<file path="src/rtl/bcd_par_adder.sv">
module bcd_par_adder #(
  parameter int DIGITS = 8
) (
  input  logic                clk,
  input  logic                rst_n,
  input  logic                start,
  input  logic                dec_mode,
  input  logic [4*DIGITS-1:0] a,
  input  logic [4*DIGITS-1:0] b,
  input  logic                cin,
  output logic                busy,
  output logic                done,
  output logic [4*DIGITS-1:0] sum,
  output logic                cout,
  output logic                ovf
);
  localparam int W = 4 * DIGITS;
  localparam logic [W-1:0] BIAS = {DIGITS{4'h6}};
  localparam logic [1:0] PH_IDLE = 2'd0, PH_ADD = 2'd1, PH_FIX = 2'd2;

  logic [1:0] ph;
  logic       go;

  assign go   = start && (ph == PH_IDLE);
  assign busy = (ph != PH_IDLE);
  assign done = (ph == PH_FIX);

  // stage 1: one biased full-width add
  logic [W-1:0]      b_in;
  logic [W:0]        raw;
  logic [W:0]        par;
  logic [DIGITS-1:0] dcar;
  logic              sa_in, sb_in;

  assign b_in  = dec_mode ? b + BIAS : b;
  assign raw   = {1'b0, a} + {1'b0, b_in} + {{W{1'b0}}, cin};
  assign par   = raw ^ {1'b0, a} ^ {1'b0, b_in};
  assign sa_in = dec_mode ? (a[W-1:W-4] >= 4'd5) : a[W-1];
  assign sb_in = dec_mode ? (b[W-1:W-4] >= 4'd5) : b[W-1];

  generate
    for (genvar i = 0; i < DIGITS; i++) begin : g_car
      assign dcar[i] = par[4*i+4];
    end
  endgenerate

  logic [W:0]        s1_raw;
  logic [DIGITS-1:0] s1_car;
  logic              s1_dec, s1_sa, s1_sb;

  // stage 2: parallel correction, no borrow between digits
  logic [W-1:0] fixd;
  logic         rsign;

  generate
    for (genvar i = 0; i < DIGITS; i++) begin : g_fix
      assign fixd[4*i+:4] = (s1_dec && !s1_car[i]) ? s1_raw[4*i+:4] - 4'd6
                                                   : s1_raw[4*i+:4];
    end
  endgenerate

  assign rsign = s1_dec ? (fixd[W-1:W-4] >= 4'd5) : fixd[W-1];

  always_ff @(posedge clk) begin
    if (!rst_n) begin
      ph     <= PH_IDLE;
      s1_raw <= '0;
      s1_car <= '0;
      s1_dec <= 1'b0;
      s1_sa  <= 1'b0;
      s1_sb  <= 1'b0;
      sum    <= '0;
      cout   <= 1'b0;
      ovf    <= 1'b0;
    end else begin
      case (ph)
        PH_IDLE: if (go) ph <= PH_ADD;
        PH_ADD:  ph <= PH_FIX;
        default: ph <= PH_IDLE;
      endcase
      if (go) begin
        s1_raw <= raw;
        s1_car <= dcar;
        s1_dec <= dec_mode;
        s1_sa  <= sa_in;
        s1_sb  <= sb_in;
      end
      if (ph == PH_ADD) begin
        sum  <= fixd;
        cout <= s1_raw[W];
        ovf  <= (s1_sa == s1_sb) && (rsign != s1_sb);
      end
    end
  end


  launch_chk: assert property (@(posedge clk) disable iff (!rst_n)
    (start && !busy) |=> (busy && !done));

  done_lat_chk: assert property (@(posedge clk) disable iff (!rst_n)
    (start && !busy) |=> ##1 done);

  done_once_chk: assert property (@(posedge clk) disable iff (!rst_n)
    done |=> (!done && !busy));

  hold_chk: assert property (@(posedge clk) disable iff (!rst_n)
    (!busy && !start) |=> ($stable(sum) && $stable(cout) && $stable(ovf)));

  top_carry_chk: assert property (@(posedge clk) disable iff (!rst_n)
    (ph == PH_ADD && s1_dec) |-> (s1_car[DIGITS-1] == s1_raw[W]));
endmodule

</file>
<file path="config.mk">
export PLATFORM = sky130hd
export DESIGN_NAME = bcd_par_adder
export DESIGN_NICKNAME = d
export VERILOG_FILES = /design/src/rtl/bcd_par_adder.sv
export SDC_FILE = /design/constraint.sdc
export NUM_CORES = 1
export LEC_CHECK = 0
export BUFFER_PORTS_ARGS = -buffer_cell sky130_fd_sc_hd__buf_2
export CAP_MARGIN = 10
export CORE_AREA = 3 3 147 149
export CTS_BUF_LIST = sky130_fd_sc_hd__clkbuf_4 sky130_fd_sc_hd__clkbuf_8
export CTS_CLUSTER_SIZE = 10
export DETAILED_ROUTE_END_ITERATION = 8
export DIE_AREA = 0 0 150 152
export PLACE_DENSITY = 0.5
export SYNTH_ARGS = -nofsm -noshare
export SYNTH_HDL_FRONTEND = slang
export SYNTH_SLANG_ARGS = --single-unit
</file>
<file path="constraint.sdc">
create_clock -name clk -period 6 [get_ports clk]
set_clock_uncertainty 0.1 [all_clocks]
set_input_delay 0.6 -clock clk [delete_from_list [all_inputs] [get_ports clk]]
set_output_delay 0.6 -clock clk [all_outputs]
set_load 0.005 [all_outputs]
</file>
==> qor.csv <==
metric,value,unit
vias in the first global route,4741,
Final Setup Violations,0,
cells along the critical path,"buf_2, inv_1, ha_1, and3b_1, o311ai_1, a21o_1, a21o_1, a21oi_1, o311ai_1, nand2_1, xnor2_1, ha_1, and3_1, a221o_1, a211oi_1, a31oi_1, o41ai_1, xor2_1, a21oi_1",
syn avg cell area,7.877,um2
Hold Buf Count CTS,0,
Slew @ Worst Pin,0.7183,ns
cell internal pwr,1.033,mW
CTS tree,built,
sequential fraction of the synthesis area,28.68,%
Final #Nets,899,
"CP delay by family, top",compound AO/OA/AOI/OAI gates,
Synth Area in Simple Gates,20.33,%
port bufs,104,
core area,20300,um2
Post-DRT Antenna Nets,0,
pwr dens,245.6,nW/um2
Synth area leaders,"dfxtp_1 (29%), ha_1 (9.1%), xnor2_1 (8.6%)",
"most common cell after layout, fill and taps aside",buf_2,
fin crit period,4.452,ns
Sw Pwr,0.5628,mW
Slowest cell on crit path,o311ai_1,
Post-DP Area,6295,um2
first-pass GRT wire length,25100,um
largest net degree at the start of global routing,65,
RSZ-0062 raised after global routing,false,
"Arr. time, crit path",4.58,ns
Setup WS pre-CTS,1.128,ns
io pins,105,
WP buf/inv,2,
crit path max fanout,6,
quantity of gates resized following cts,0,
Final GP Congestion,0.9082,
vias post-DR,5053,
clock transition at the registers of the reported paths,0.08,ns
fraction of layout cells with a size suffix above 1,16.65,%
post-DP HPWL,12660,um
Synth Instances,700,
Switching Fraction,35.26,%
Max Transition Viols Final,0,
clk_lat worst skew,0.35,ns
post-synthesis adder-cell area fraction,9.803,%
Die Ht,152,um
synth warn,0,
Setup CP Type,in -> reg,
PnR Total Power,1.596,mW
most frequent cells in the layout,"buf_2 (104), nand2_1 (95), dfxtp_1 (79)",
DRC viols,0,
CTS H-tree lvls,3,
Mapped Area,5514,um2
Reg area,1582,um2
Setup TNS,0,ns
slew margin rel.,52.11,%
Yosys top cell by area,dfxtp_1,
Synth Flop Type,dfxtp_1,
Critical Path Sink Type,register,
Hold Path Class,reg -> reg,
fill count,2259,
worst setup margin,1.548,ns
Initial DRC Count,256,
data required time of the worst path,6.13,ns
status,"finished, final reports clean",
VDD IR max,96.55,uV
asr flop ratio synth,0,%
grt total ovfl,0,
Fmax achieved,0.2246,GHz
final hold viol count,0,
startpoint types,input pin,
Yosys reg bits,79,
WL/cell,14.86,um
leakage power,2.718,nW
CTS sink cnt,79,
post-synthesis cell type count,56,
Clk pwr share,25.4,%
CTS Buf Count,9,
Max Root-Sink Buffers,2,
part of the power in combinational logic,36.1,%
# diodes,0,
via/cell ratio,4.754,
number of flops mapped to enable cells by yosys,0,
clock tree root driver cell,clkbuf_8,
Sequential Power Share,38.5,%
Final Cycle Share,74.20,%
Total GRT Usage,13.62,%
top cell type's share of synthesized area,28.68,%
WL final,15800,um
floorplan row count,52,
DIE AREA,22800,um2
initial antenna violation count,0,
main combinational cell family by area after synthesis,compound AO/OA/AOI/OAI gates,
post-synthesis compound-gate area fraction,22.90,%
max incr delay on CP,0.40,ns
MaxCap Viol Count,0,
initial core utilization,27.16,%
Multi-input gate area,3750,um2
die width,150,um
cell area after layout,6497,um2
synthesized netlist net count,811,
fin util,32.01,%
xor/xnor share of the synthesized area,12.98,%
Post-CTS Repair Setup Buffers,0,
synthesis-to-finish area growth,17.84,%
drt pass-1 iters,5,
post-synthesis mux area share,1.861,%
worst paths after layout:
check	startpoint	end	slack [ns]	cells past startpoint
max reg2reg	ph[1]	s1_raw[29]	3.74	5
min reg2reg	sum[24]	sum[24]	0.35	2
min	sum[24]	sum[24]	0.35	2
max	b[1]	s1_raw[31]	1.55	19
stage by stage:
step | std cells | hold slack [ns]
after floorplan | 700 | 0.3321
after detailed placement | 1047 | 0.3460
after global routing | 1063 | 0.3751
after CTS | 1063 | 0.3565
final | 1063 | 0.3532
after global placement | 1047 | 0.3431
routing by layer:
| layer | global-route usage (%) | wire length [um] | vias to the layer above |
|---|---|---|---|
| li1 | - | - | 2671 |
| met4 | 4.488 | 238 | 0 |
| met3 | 1.609 | 564 | 16 |
| met2 | 18.99 | 6333 | 127 |
| met5 | 0 | 0 | - |
| met1 | 21.39 | 8666 | 2239 |
worst register-to-register path, cell delays in order, from the launching register on:
cell	delay (ns)
dfxtp_1	0.35
nor2_1	0.22
and2_1	0.49
buf_4	0.41
nand2_1	0.32
o31ai_1	0.30
area by class of cell:
class                      count  area share [%]
clock buffer                  11           2.234
clock inverter                 5          0.8858
inverter                      18           1.040
multi-input combinational    571           57.71
sequential                    79           24.34
tap                          270           5.199
timing repair buffer         109           8.588
kinds of logic after synthesis:
logic type,Yosys count
xor+xnor,80
compound gates,195
simple gates,244
flops,79
mux,10
fa+ha+maj,42
buf+inv,50
flip-flops by register name (all words and copies together) (netlist names):
register  cells
sum          32
s1_sa         1
s1_sb         1
s1_car        7
s1_raw       33
ph            2
cout          1
s1_dec        1
ovf           1
power by group through the flow:
stage / Combinational [mW] / Clock (mW) / Sequential (mW)
floorplan: 0.417 / 0 / 0.618
detailed placement: 0.577 / 0 / 0.626
CTS: 0.579 / 0.420 / 0.614
global route: 0.648 / 0.441 / 0.622
global placement: 0.577 / 0 / 0.625
finish: 0.576 / 0.406 / 0.614
synth_stat cells, types with 2 or more instances:
master,instances
a311oi_1,3
xor2_1,25
nor4_1,2
xnor2_1,54
o41ai_1,2
a21o_1,15
fa_1,2
mux2i_1,8
a21oi_1,65
buf_1,4
dfxtp_1,79
a211oi_2,2
o211ai_1,7
mux2_2,2
nor2_1,63
nand2b_1,6
o21a_1,4
nand4_1,3
nand2_1,95
o311ai_1,4
a211oi_1,35
o2111ai_1,2
o22ai_1,2
clkbuf_1,26
a31oi_1,9
nor2b_1,26
inv_1,18
nor3_1,9
and2_1,3
or3_1,5
nand3_1,19
ha_1,40
and3_1,2
o21ai_0,29
nand3b_1,4
buf_2,2
o31ai_1,5
(Power assumes the default switching activity.)
